File: config.mk
export PLATFORM = sky130hd
export DESIGN_NAME = wsa_monitor
export DESIGN_NICKNAME = d
export VERILOG_FILES = /design/src/rtl/wsa_pkg.sv /design/src/rtl/wsa_scanner.sv /design/src/rtl/wsa_stats.sv /design/src/rtl/wsa_judge.sv /design/src/rtl/wsa_monitor.sv
export SDC_FILE = /design/constraint.sdc
export NUM_CORES = 1
export LEC_CHECK = 0
export ABC_AREA = 1
export BUFFER_PORTS_ARGS = -buffer_cell sky130_fd_sc_hd__buf_2
export CORE_ASPECT_RATIO = 1.5
export CORE_MARGIN = 2
export CORE_UTILIZATION = 48
export CTS_BUF_LIST = sky130_fd_sc_hd__clkbuf_8
export DETAILED_ROUTE_END_ITERATION = 10
export HOLD_SLACK_MARGIN = 0.05
export PLACE_DENSITY = 0.7
export SLEW_MARGIN = 5
export SYNTH_ARGS = -nofsm -noshare
export SYNTH_HDL_FRONTEND = slang
export SYNTH_SLANG_ARGS = --single-unit
File: constraint.sdc
create_clock -name clk -period 3.4 [get_ports clk]
set_clock_uncertainty 0.05 [all_clocks]
set_input_delay 0.68 -clock clk [delete_from_list [all_inputs] [get_ports clk]]
set_output_delay 0.68 -clock clk [all_outputs]
set_load 0.02 [all_outputs]
File: src/rtl/wsa_pkg.sv
package wsa_pkg;

  typedef enum logic [1:0] {
    SCAN_IDLE  = 2'd0,
    SCAN_RUN   = 2'd1,
    SCAN_READY = 2'd2
  } scan_state_t;

  // Width needed to hold values 0..max_val
  function automatic int width_for(input longint max_val);
    int w;
    w = 1;
    while ((longint'(1) << w) <= max_val) w++;
    return w;
  endfunction

endpackage

File: src/rtl/wsa_scanner.sv
module wsa_scanner
  import wsa_pkg::*;
#(
  parameter int N_NODES = 8,
  parameter int FAN_W   = 4,
  parameter int SUM_W   = 8,
  parameter logic [N_NODES*FAN_W-1:0] FANOUT_TABLE = '0
) (
  input  logic             clk,
  input  logic             rst_n,
  input  logic             start,
  input  logic             consume,
  input  logic [N_NODES-1:0] pre_vec,
  input  logic [N_NODES-1:0] post_vec,
  output logic             start_ok,
  output logic             busy,
  output logic             sum_valid,
  output logic [SUM_W-1:0] sum
);

  localparam int IDX_W = (N_NODES > 1) ? $clog2(N_NODES) : 1;
  localparam logic [IDX_W-1:0] LAST_IDX = IDX_W'(N_NODES - 1);

  // Weight of a node: one plus its fanout
  function automatic logic [SUM_W-1:0] node_weight(input logic [FAN_W-1:0] fo);
    return SUM_W'(fo) + SUM_W'(1);
  endfunction

  logic [SUM_W-1:0] weight [N_NODES];

  for (genvar g = 0; g < N_NODES; g++) begin : g_weight
    assign weight[g] = node_weight(FANOUT_TABLE[g*FAN_W +: FAN_W]);
  end

  scan_state_t        state_q;
  logic [N_NODES-1:0] toggles_q;
  logic [IDX_W-1:0]   idx_q;
  logic [SUM_W-1:0]   acc_q;
  logic [SUM_W-1:0]   step_add;
  logic               last_step;

  assign start_ok  = start && (state_q != SCAN_RUN);
  assign busy      = (state_q == SCAN_RUN);
  assign sum_valid = (state_q == SCAN_READY);
  assign sum       = acc_q;
  assign step_add  = toggles_q[idx_q] ? weight[idx_q] : '0;
  assign last_step = (idx_q == LAST_IDX);

  always_ff @(posedge clk or negedge rst_n) begin
    if (!rst_n) begin
      state_q   <= SCAN_IDLE;
      toggles_q <= '0;
      idx_q     <= '0;
      acc_q     <= '0;
    end else begin
      case (state_q)
        SCAN_RUN: begin
          acc_q <= acc_q + step_add;
          idx_q <= idx_q + IDX_W'(1);
          if (last_step) begin
            state_q <= SCAN_READY;
          end
        end
        default: begin
          if (start_ok) begin
            toggles_q <= pre_vec ^ post_vec;
            idx_q     <= '0;
            acc_q     <= '0;
            state_q   <= SCAN_RUN;
          end else if (consume && state_q == SCAN_READY) begin
            state_q <= SCAN_IDLE;
          end
        end
      endcase
    end
  end

endmodule

File: src/rtl/wsa_stats.sv
module wsa_stats #(
  parameter int SUM_W   = 8,
  parameter int COUNT_W = 16,
  parameter int TOT_W   = 24
) (
  input  logic               clk,
  input  logic               rst_n,
  input  logic               clr,
  input  logic               commit,
  input  logic [SUM_W-1:0]   sum,
  output logic               count_full,
  output logic [SUM_W-1:0]   peak,
  output logic [TOT_W-1:0]   total,
  output logic [COUNT_W-1:0] count
);

  function automatic logic [SUM_W-1:0] larger(input logic [SUM_W-1:0] a,
                                              input logic [SUM_W-1:0] b);
    return (a > b) ? a : b;
  endfunction

  assign count_full = &count;

  always_ff @(posedge clk or negedge rst_n) begin
    if (!rst_n) begin
      peak  <= '0;
      total <= '0;
      count <= '0;
    end else if (clr) begin
      peak  <= '0;
      total <= '0;
      count <= '0;
    end else if (commit) begin
      peak <= larger(peak, sum);
      if (!count_full) begin
        total <= total + TOT_W'(sum);
        count <= count + COUNT_W'(1);
      end
    end
  end

endmodule

File: src/rtl/wsa_judge.sv
module wsa_judge #(
  parameter int SUM_W = 8
) (
  input  logic             clk,
  input  logic             rst_n,
  input  logic             commit,
  input  logic [SUM_W-1:0] sum,
  input  logic [SUM_W-1:0] threshold,
  output logic             verdict_valid,
  output logic             reject
);

  function automatic logic over_limit(input logic [SUM_W-1:0] s,
                                      input logic [SUM_W-1:0] lim);
    return s > lim;
  endfunction

  always_ff @(posedge clk or negedge rst_n) begin
    if (!rst_n) begin
      verdict_valid <= 1'b0;
      reject        <= 1'b0;
    end else begin
      verdict_valid <= commit;
      if (commit) begin
        reject <= over_limit(sum, threshold);
      end
    end
  end

endmodule

File: src/rtl/wsa_monitor.sv
module wsa_monitor
  import wsa_pkg::*;
#(
  parameter int N_NODES = 8,
  parameter int FAN_W   = 4,
  parameter int COUNT_W = 16,
  parameter logic [N_NODES*FAN_W-1:0] FANOUT_TABLE = 32'hF30D_A741,
  localparam int SUM_W = width_for(longint'(N_NODES) * (longint'(1) << FAN_W)),
  localparam int TOT_W = SUM_W + COUNT_W
) (
  input  logic               clk,
  input  logic               rst_n,
  input  logic               clr,
  input  logic               start,
  input  logic [N_NODES-1:0] pre_vec,
  input  logic [N_NODES-1:0] post_vec,
  input  logic               test_done,
  input  logic [SUM_W-1:0]   threshold,
  output logic               busy,
  output logic               sum_valid,
  output logic [SUM_W-1:0]   test_sum,
  output logic               verdict_valid,
  output logic               reject,
  output logic [SUM_W-1:0]   peak,
  output logic [TOT_W-1:0]   total,
  output logic [COUNT_W-1:0] count
);

  // Named internal events for the checker
  logic start_ok;
  logic commit;
  logic count_full;

  assign commit = test_done && sum_valid;

  wsa_scanner #(
    .N_NODES      (N_NODES),
    .FAN_W        (FAN_W),
    .SUM_W        (SUM_W),
    .FANOUT_TABLE (FANOUT_TABLE)
  ) u_scanner (
    .clk       (clk),
    .rst_n     (rst_n),
    .start     (start),
    .consume   (commit),
    .pre_vec   (pre_vec),
    .post_vec  (post_vec),
    .start_ok  (start_ok),
    .busy      (busy),
    .sum_valid (sum_valid),
    .sum       (test_sum)
  );

  wsa_stats #(
    .SUM_W   (SUM_W),
    .COUNT_W (COUNT_W),
    .TOT_W   (TOT_W)
  ) u_stats (
    .clk        (clk),
    .rst_n      (rst_n),
    .clr        (clr),
    .commit     (commit),
    .sum        (test_sum),
    .count_full (count_full),
    .peak       (peak),
    .total      (total),
    .count      (count)
  );

  wsa_judge #(
    .SUM_W (SUM_W)
  ) u_judge (
    .clk           (clk),
    .rst_n         (rst_n),
    .commit        (commit),
    .sum           (test_sum),
    .threshold     (threshold),
    .verdict_valid (verdict_valid),
    .reject        (reject)
  );

endmodule

==> impl_metrics.json, run 1 <==
{
  "reg2reg_depth": 13,
  "worstReg2RegStart": "u_scanner.idx_q[0]$_DFFE_PN0P_",
  "yosys_warnings": 0,
  "synthXorXnorAreaFrac_pct": 2.673,
  "synth_top_area_share_pct": 36.15,
  "htree_levels": 3,
  "insertion_delay_ps": 360,
  "muxShareOfSynthArea_pct": 0,
  "seq_area_frac_synth_pct": 36.15,
  "period_share_pct": 81.07,
  "tns_ps": 0,
  "drc": 0,
  "dpl.hpwl_mm": 9.906,
  "place_area_mm2": 0.005461,
  "grt_overflow": 0,
  "r2r_setup_slack_ps": 640,
  "synth_area_mm2": 0.004915,
  "clockBufferDepth": 2,
  "drv_cap": 0,
  "worst_pin_slew_ps": 779.2,
  "rsz0062_at_grt": "false",
  "avgSynthCellArea_um2": 7.123,
  "nets": 848,
  "ir_drop_v": 0.0005150,
  "wl_per_cell_um": 14.14,
  "synth_top_family_by_area": "simple AND/OR/NAND/NOR gates",
  "die_x_um": 86.62,
  "cts_sinks": 71,
  "clockRootBuffer": "clkbuf_8",
  "grt_pass1_wl_mm": 20.84,
  "die-height_um": 127.9,
  "crit_type": "reg2reg",
  "cts_hold_buf": 0,
  "syn_inst": 690,
  "leakagePower_uw": 0.003004,
  "period_needed_ps": 2756,
  "synth_compound_area_share_pct": 10.11,
  "synth_top_cell_by_area": "dfrtp_1",
  "io_buffers": 88,
  "cp-start-kind": "flop",
  "yosys_register_bits": 71,
  "clkSlewWorstSetupHoldPaths_ps": 80,
  "grt_max_degree": 40,
  "coreArea_mm2": 0.01002,
  "vias": 4871,
  "drive_above_1_share_pct": 16.90,
  "final_common_cell": "nand2_1",
  "path_max_fanout": 9,
  "cts_buffers": 9,
  "io_pins": 89,
  "drt-total-wl_mm": 12.78,
  "rows": 45,
  "cts_resized": 0,
  "drt_iter0_drc": 201,
  "antenna_found_initial": 0,
  "final-setup-viol-count": 0,
  "grt_pass1_vias": 4542,
  "gp_congestion": 0.8928,
  "postLayoutCoreUtil_pct": 56.25,
  "antenna_left": 0,
  "power_density_mw_per_mm2": 691.5,
  "critPathArrivalTime_ps": 2940,
  "slew_headroom_pct": 48.05,
  "finalHoldViolCount": 0,
  "synth-simple-area-share_pct": 32.64,
  "drv_slew": 0,
  "status": "finished clean",
  "synth_area_leaders": "dfrtp_1 36%, nand2_1 15%, ha_1 8.9%",
  "synth-adder-area-share_pct": 9.725,
  "crit_path_end_kind": "flop",
  "final_area_mm2": 0.005638,
  "syn_nets": 756,
  "antenna_cells": 0,
  "post_cts_buffers": 0,
  "syn_to_final_growth_pct": 14.71,
  "dr.pass1.iters": 5,
  "vias_per_cell": 5.388,
  "final_cell_mix": "191 x nand2_1, 94 x nor2_1, 88 x buf_2, 86 x inv_1, 71 x dfrtp_1",
  "r2r_end": "u_scanner.sum[6]$_DFFE_PN0P_",
  "worstPathRequired_ps": 3590,
  "cts_tree": "built",
  "max_clock_freq_ghz": 0.3628,
  "grt.total_usage_pct": 23.97,
  "hp-class": "in2async",
  "die_area_mm2": 0.01108,
  "start_util_pct": 49.04,
  "synth.distinct_cells": 36
}
[metrics by stage]
step | total power [uW] | hold WS, ps | worst slack (ps) | std cells
2_1_floorplan | 2706 | 334.4 | 936.0 | 690
3_3_place_gp | 3218 | 414.0 | 740.5 | 888
3_5_place_dp | 3283 | 425.5 | 644.9 | 888
4_1_cts | 3921 | 368.3 | 637.2 | 904
5_1_grt | 4242 | 409.0 | 356.1 | 904
6_report | 3899 | 345.1 | 643.6 | 904
[power breakdown]
part / internal [uW] / switching, uW / total, uW
Combinational: 715 / 1260 / 1980
Sequential: 1060 / 244 / 1300
Clock: 297 / 321 / 618
Total: 2070 / 1830 / 3900
[state kept, by name, indices dropped and copies added, names as in the netlist]
name,count
u_scanner.idx_q,3
u_stats.count,16
u_scanner.toggles_q,8
u_stats.peak,8
u_scanner.sum,8
u_stats.total,24
u_judge.reject,1
u_scanner.state_q,2
u_judge.verdict_valid,1
[critical path, cell delays in order, from the launching register on]
cell and delay, ps:
dfrtp_1 480, inv_1 160, o21ai_0 180, o21ai_0 130, o21ai_0 300, nor2_1 80, ha_1 230, fa_1 390
nand2_1 90, a21oi_1 80, o21ai_0 250, a21boi_2 90, nand2_1 60, o21ai_0 70
[routing by layer]
layer  wire (um)  vias to the layer above  GRT usage, %
met5           0                        -             0
met2        6752                      152         43.17
met1        5086                     2272         27.04
met4         364                        0         10.66
li1            -                     2418             -
met3         580                       29         4.443
[how the worst max path moves through the flow]
stage	start	to	cells past startpoint
after global routing	u_scanner.idx_q[0]$_DFFE_PN0P_	u_scanner.sum[6]$_DFFE_PN0P_	13
after detailed placement	u_scanner.idx_q[0]$_DFFE_PN0P_	u_scanner.sum[6]$_DFFE_PN0P_	13
after global placement	u_scanner.idx_q[0]$_DFFE_PN0P_	u_scanner.sum[6]$_DFFE_PN0P_	13
after floorplan	u_scanner.idx_q[0]$_DFFE_PN0P_	u_scanner.sum[6]$_DFFE_PN0P_	13
final	u_scanner.idx_q[0]$_DFFE_PN0P_	u_scanner.sum[6]$_DFFE_PN0P_	13
after CTS	u_scanner.idx_q[0]$_DFFE_PN0P_	u_scanner.sum[6]$_DFFE_PN0P_	13
[area by class of cell]
cell class | count | area, um^2
clock buffers | 11 | 151.4
clock inverters | 5 | 25.02
fillers | 1001 | 4384
inverters | 90 | 337.8
multi-input cells | 517 | 2710
flip-flops and latches | 71 | 1777
well taps | 117 | 146.4
repair buffers | 93 | 490.5
[cell families after synthesis]
family | after synthesis
AO/OA/AOI/OAI | 88
XOR/XNOR | 15
adder cells (fa/ha/maj) | 37
buffers and inverters | 102
flip-flops | 71
AND/OR/NAND/NOR | 377
[cell usage after synthesis (all sizes together)]
| cell | n |
|---|---|
| o21bai | 1 |
| inv | 90 |
| a21oi | 22 |
| o21ai | 48 |
| ha | 35 |
| or2 | 1 |
| o22ai | 6 |
| o32ai | 1 |
| fa | 2 |
| nor3 | 9 |
| xnor2 | 12 |
| dfrtp | 71 |
| nor2 | 101 |
| nand4 | 21 |
| o31ai | 2 |
| nand2 | 197 |
| xor2 | 3 |
| o21a | 1 |
| nand3 | 48 |
| a31oi | 4 |
| o211ai | 2 |
| a21boi | 1 |
| buf | 10 |
| clkbuf | 2 |
No activity file was read; power rests on OpenSTA's default activity.
==> run 2, diff against run 1 <==
==> constraint.sdc (replaced) <==
create_clock -name clk -period 2.7 [get_ports clk]
set_clock_uncertainty 0.05 [all_clocks]
set_input_delay 0.54 -clock clk [delete_from_list [all_inputs] [get_ports clk]]
set_output_delay 0.54 -clock clk [all_outputs]
set_load 0.02 [all_outputs]
==> run 2 against run 1 <==
Effect of this change:
- non-clock buffer count up 4
- total power increased by 31%
- largest cell class unchanged
- critical path type unchanged
- clock-buffer cell count rose by 1
- routed wire length rose by 1.2%
- global-route usage increased by 0.60 points
- die area unchanged
- first-iteration DRC count rose by 19%
- largest power group unchanged
- via count about the same
- flip-flop and latch count stayed put
==> impl_metrics.json, run 2 (synthesis gave the netlist of run 1 again) <==
{
  "place_area_mm2": 0.005504,
  "cts_resized": 0,
  "grt.total_usage_pct": 24.58,
  "crit_path_end_kind": "flop",
  "period_needed_ps": 2440,
  "worst_slack_ps": 260.4,
  "hp-class": "in2async",
  "drv_cap": 0,
  "path_max_fanout": 8,
  "rsz0062_at_grt": "false",
  "cts_hold_buf": 0,
  "worstPathRequired_ps": 2890,
  "drt_iter0_drc": 239,
  "final_cell_mix": "191 x nand2_1, 94 x nor2_1, 88 x buf_2, 85 x inv_1, 71 x dfrtp_1",
  "dr_wl_met3_um": 498,
  "cts_tree": "built",
  "die_x_um": 86.62,
  "drc": 0,
  "start_util_pct": 49.04,
  "io_pins": 89,
  "finalHoldViolCount": 0,
  "dpl.hpwl_mm": 10.10,
  "routed-wl-met2_mm": 6.873,
  "stdcell_count": 908,
  "dp_cells": 892,
  "cp-start-kind": "flop",
  "largest_reg_flops": 24,
  "grt_overflow": 0,
  "coreArea_mm2": 0.01002,
  "met1_length_mm": 5.209,
  "dr.pass1.iters": 5,
  "clockRootBuffer": "clkbuf_8",
  "drv_slew": 0,
  "die_area_mm2": 0.01108,
  "die-height_um": 127.9,
  "power_uw": 5112,
  "vias_per_cell": 5.361,
  "rows": 45,
  "post_cts_buffers": 0,
  "drt-total-wl_mm": 12.94,
  "tns_ps": 0,
  "grt_pass1_wl_mm": 21.65,
  "cts_sinks": 71,
  "htree_levels": 3,
  "final-setup-viol-count": 0,
  "status": "finished clean",
  "final_common_cell": "nand2_1",
  "syn_to_final_growth_pct": 16.32,
  "crit_type": "reg2reg",
  "cts_buffers": 9,
  "nets": 852,
  "clockBufferDepth": 2,
  "critPathArrivalTime_ps": 2630,
  "antenna_found_initial": 0,
  "vias": 4868,
  "final_area_mm2": 0.005717,
  "largest_register": "u_stats.total",
  "slew_headroom_pct": 50.19,
  "clkSlewWorstSetupHoldPaths_ps": 80,
  "period_share_pct": 90.36,
  "wl_per_cell_um": 14.25,
  "io_buffers": 88,
  "reg.largest.list": "u_stats.total: 24 flops, u_stats.count: 16 flops",
  "antenna_cells": 0,
  "worst_pin_slew_ps": 747.2,
  "leakagePower_uw": 0.003045,
  "grt_max_degree": 42,
  "power_density_mw_per_mm2": 894.1,
  "gp_congestion": 0.9284,
  "dp_slack_ps": 115.7,
  "max_clock_freq_ghz": 0.4099,
  "ir_drop_v": 0.0006167,
  "antenna_left": 0,
  "insertion_delay_ps": 360,
  "drive_above_1_share_pct": 17.57,
  "maxUsedRoutingLayer": "met4",
  "grt_pass1_vias": 4829
}
run 2: changes by cell type in the layout (fill, tap and decap cells not counted), sizes merged:
| cell | previous run | this run |
|---|---|---|
| buf | 93 | 97 |
| bufinv | 0 | 1 |
| clkbuf | 11 | 12 |
| clkinvlp | 1 | 0 |
| inv | 92 | 91 |
run 2: report_power, final:
group          internal, uW  switching [uW]  leakage (uW)
combinational           943            1640       0.00199
clock                   496             410      0.000114
sequential             1340             289      0.000945
total                  2780            2340       0.00304
run 2: layer usage:
layer / vias to the layer above / track usage (%)
met5: - / 0
met4: 0 / 11.76
met3: 34 / 4.121
met2: 135 / 44.71
met1: 2279 / 27.19
li1: 2420 / -
run 2: path summary, 6_finish.rpt:
| kind | from | end | slack (ps) | cells after the start |
|---|---|---|---|---|
| worst max-delay path | u_scanner.idx_q[1]$_DFFE_PN0P_ | u_scanner.sum[6]$_DFFE_PN0P_ | 260 | 14 |
| worst min-delay path | rst_n | u_stats.count[10]$_DFFE_PN0P_ | 180 | 1 |
| worst max register to register | u_scanner.idx_q[1]$_DFFE_PN0P_ | u_scanner.sum[6]$_DFFE_PN0P_ | 260 | 14 |
| worst min register to register | u_scanner.toggles_q[6]$_DFFE_PN0P_ | u_scanner.toggles_q[6]$_DFFE_PN0P_ | 440 | 2 |
| max in group asynchronous | rst_n | u_scanner.sum[2]$_DFFE_PN0P_ | 1690 | 2 |
| min in group clk | start | u_scanner.state_q[1]$_DFFE_PN0P_ | 400 | 2 |
run 2: layout make-up:
cell class	count	area (um^2)
Clock buffer	12	165.2
Clock inverter	4	43.79
Fill cell	981	4305
Inverter	90	337.8
Multi-Input combinational cell	517	2714
Sequential cell	71	1777
Tap cell	117	146.4
Timing Repair Buffer	97	533.0
run 2: metrics by stage:
| stage | hold slack, ps | util (%) |
|---|---|---|
| after floorplan | 194.4 | - |
| after global placement | 412.8 | 54.92 |
| after detailed placement | 417.9 | 54.92 |
| after CTS | 206.9 | 57.00 |
| after global routing | 245.4 | 57.04 |
| final | 183.5 | 57.04 |
run 2: critical path: stages, from the launching register on:
cell and delay (ps):
dfrtp_1 400, inv_1 190, nor2_1 80, o21ai_0 70, o21ai_0 130, o21ai_1 170
nor2_1 70, ha_1 220, fa_1 390, nand2_1 100, a21oi_1 100, o21ai_2 160
a21boi_2 70, nand2_1 50, o21ai_0 70
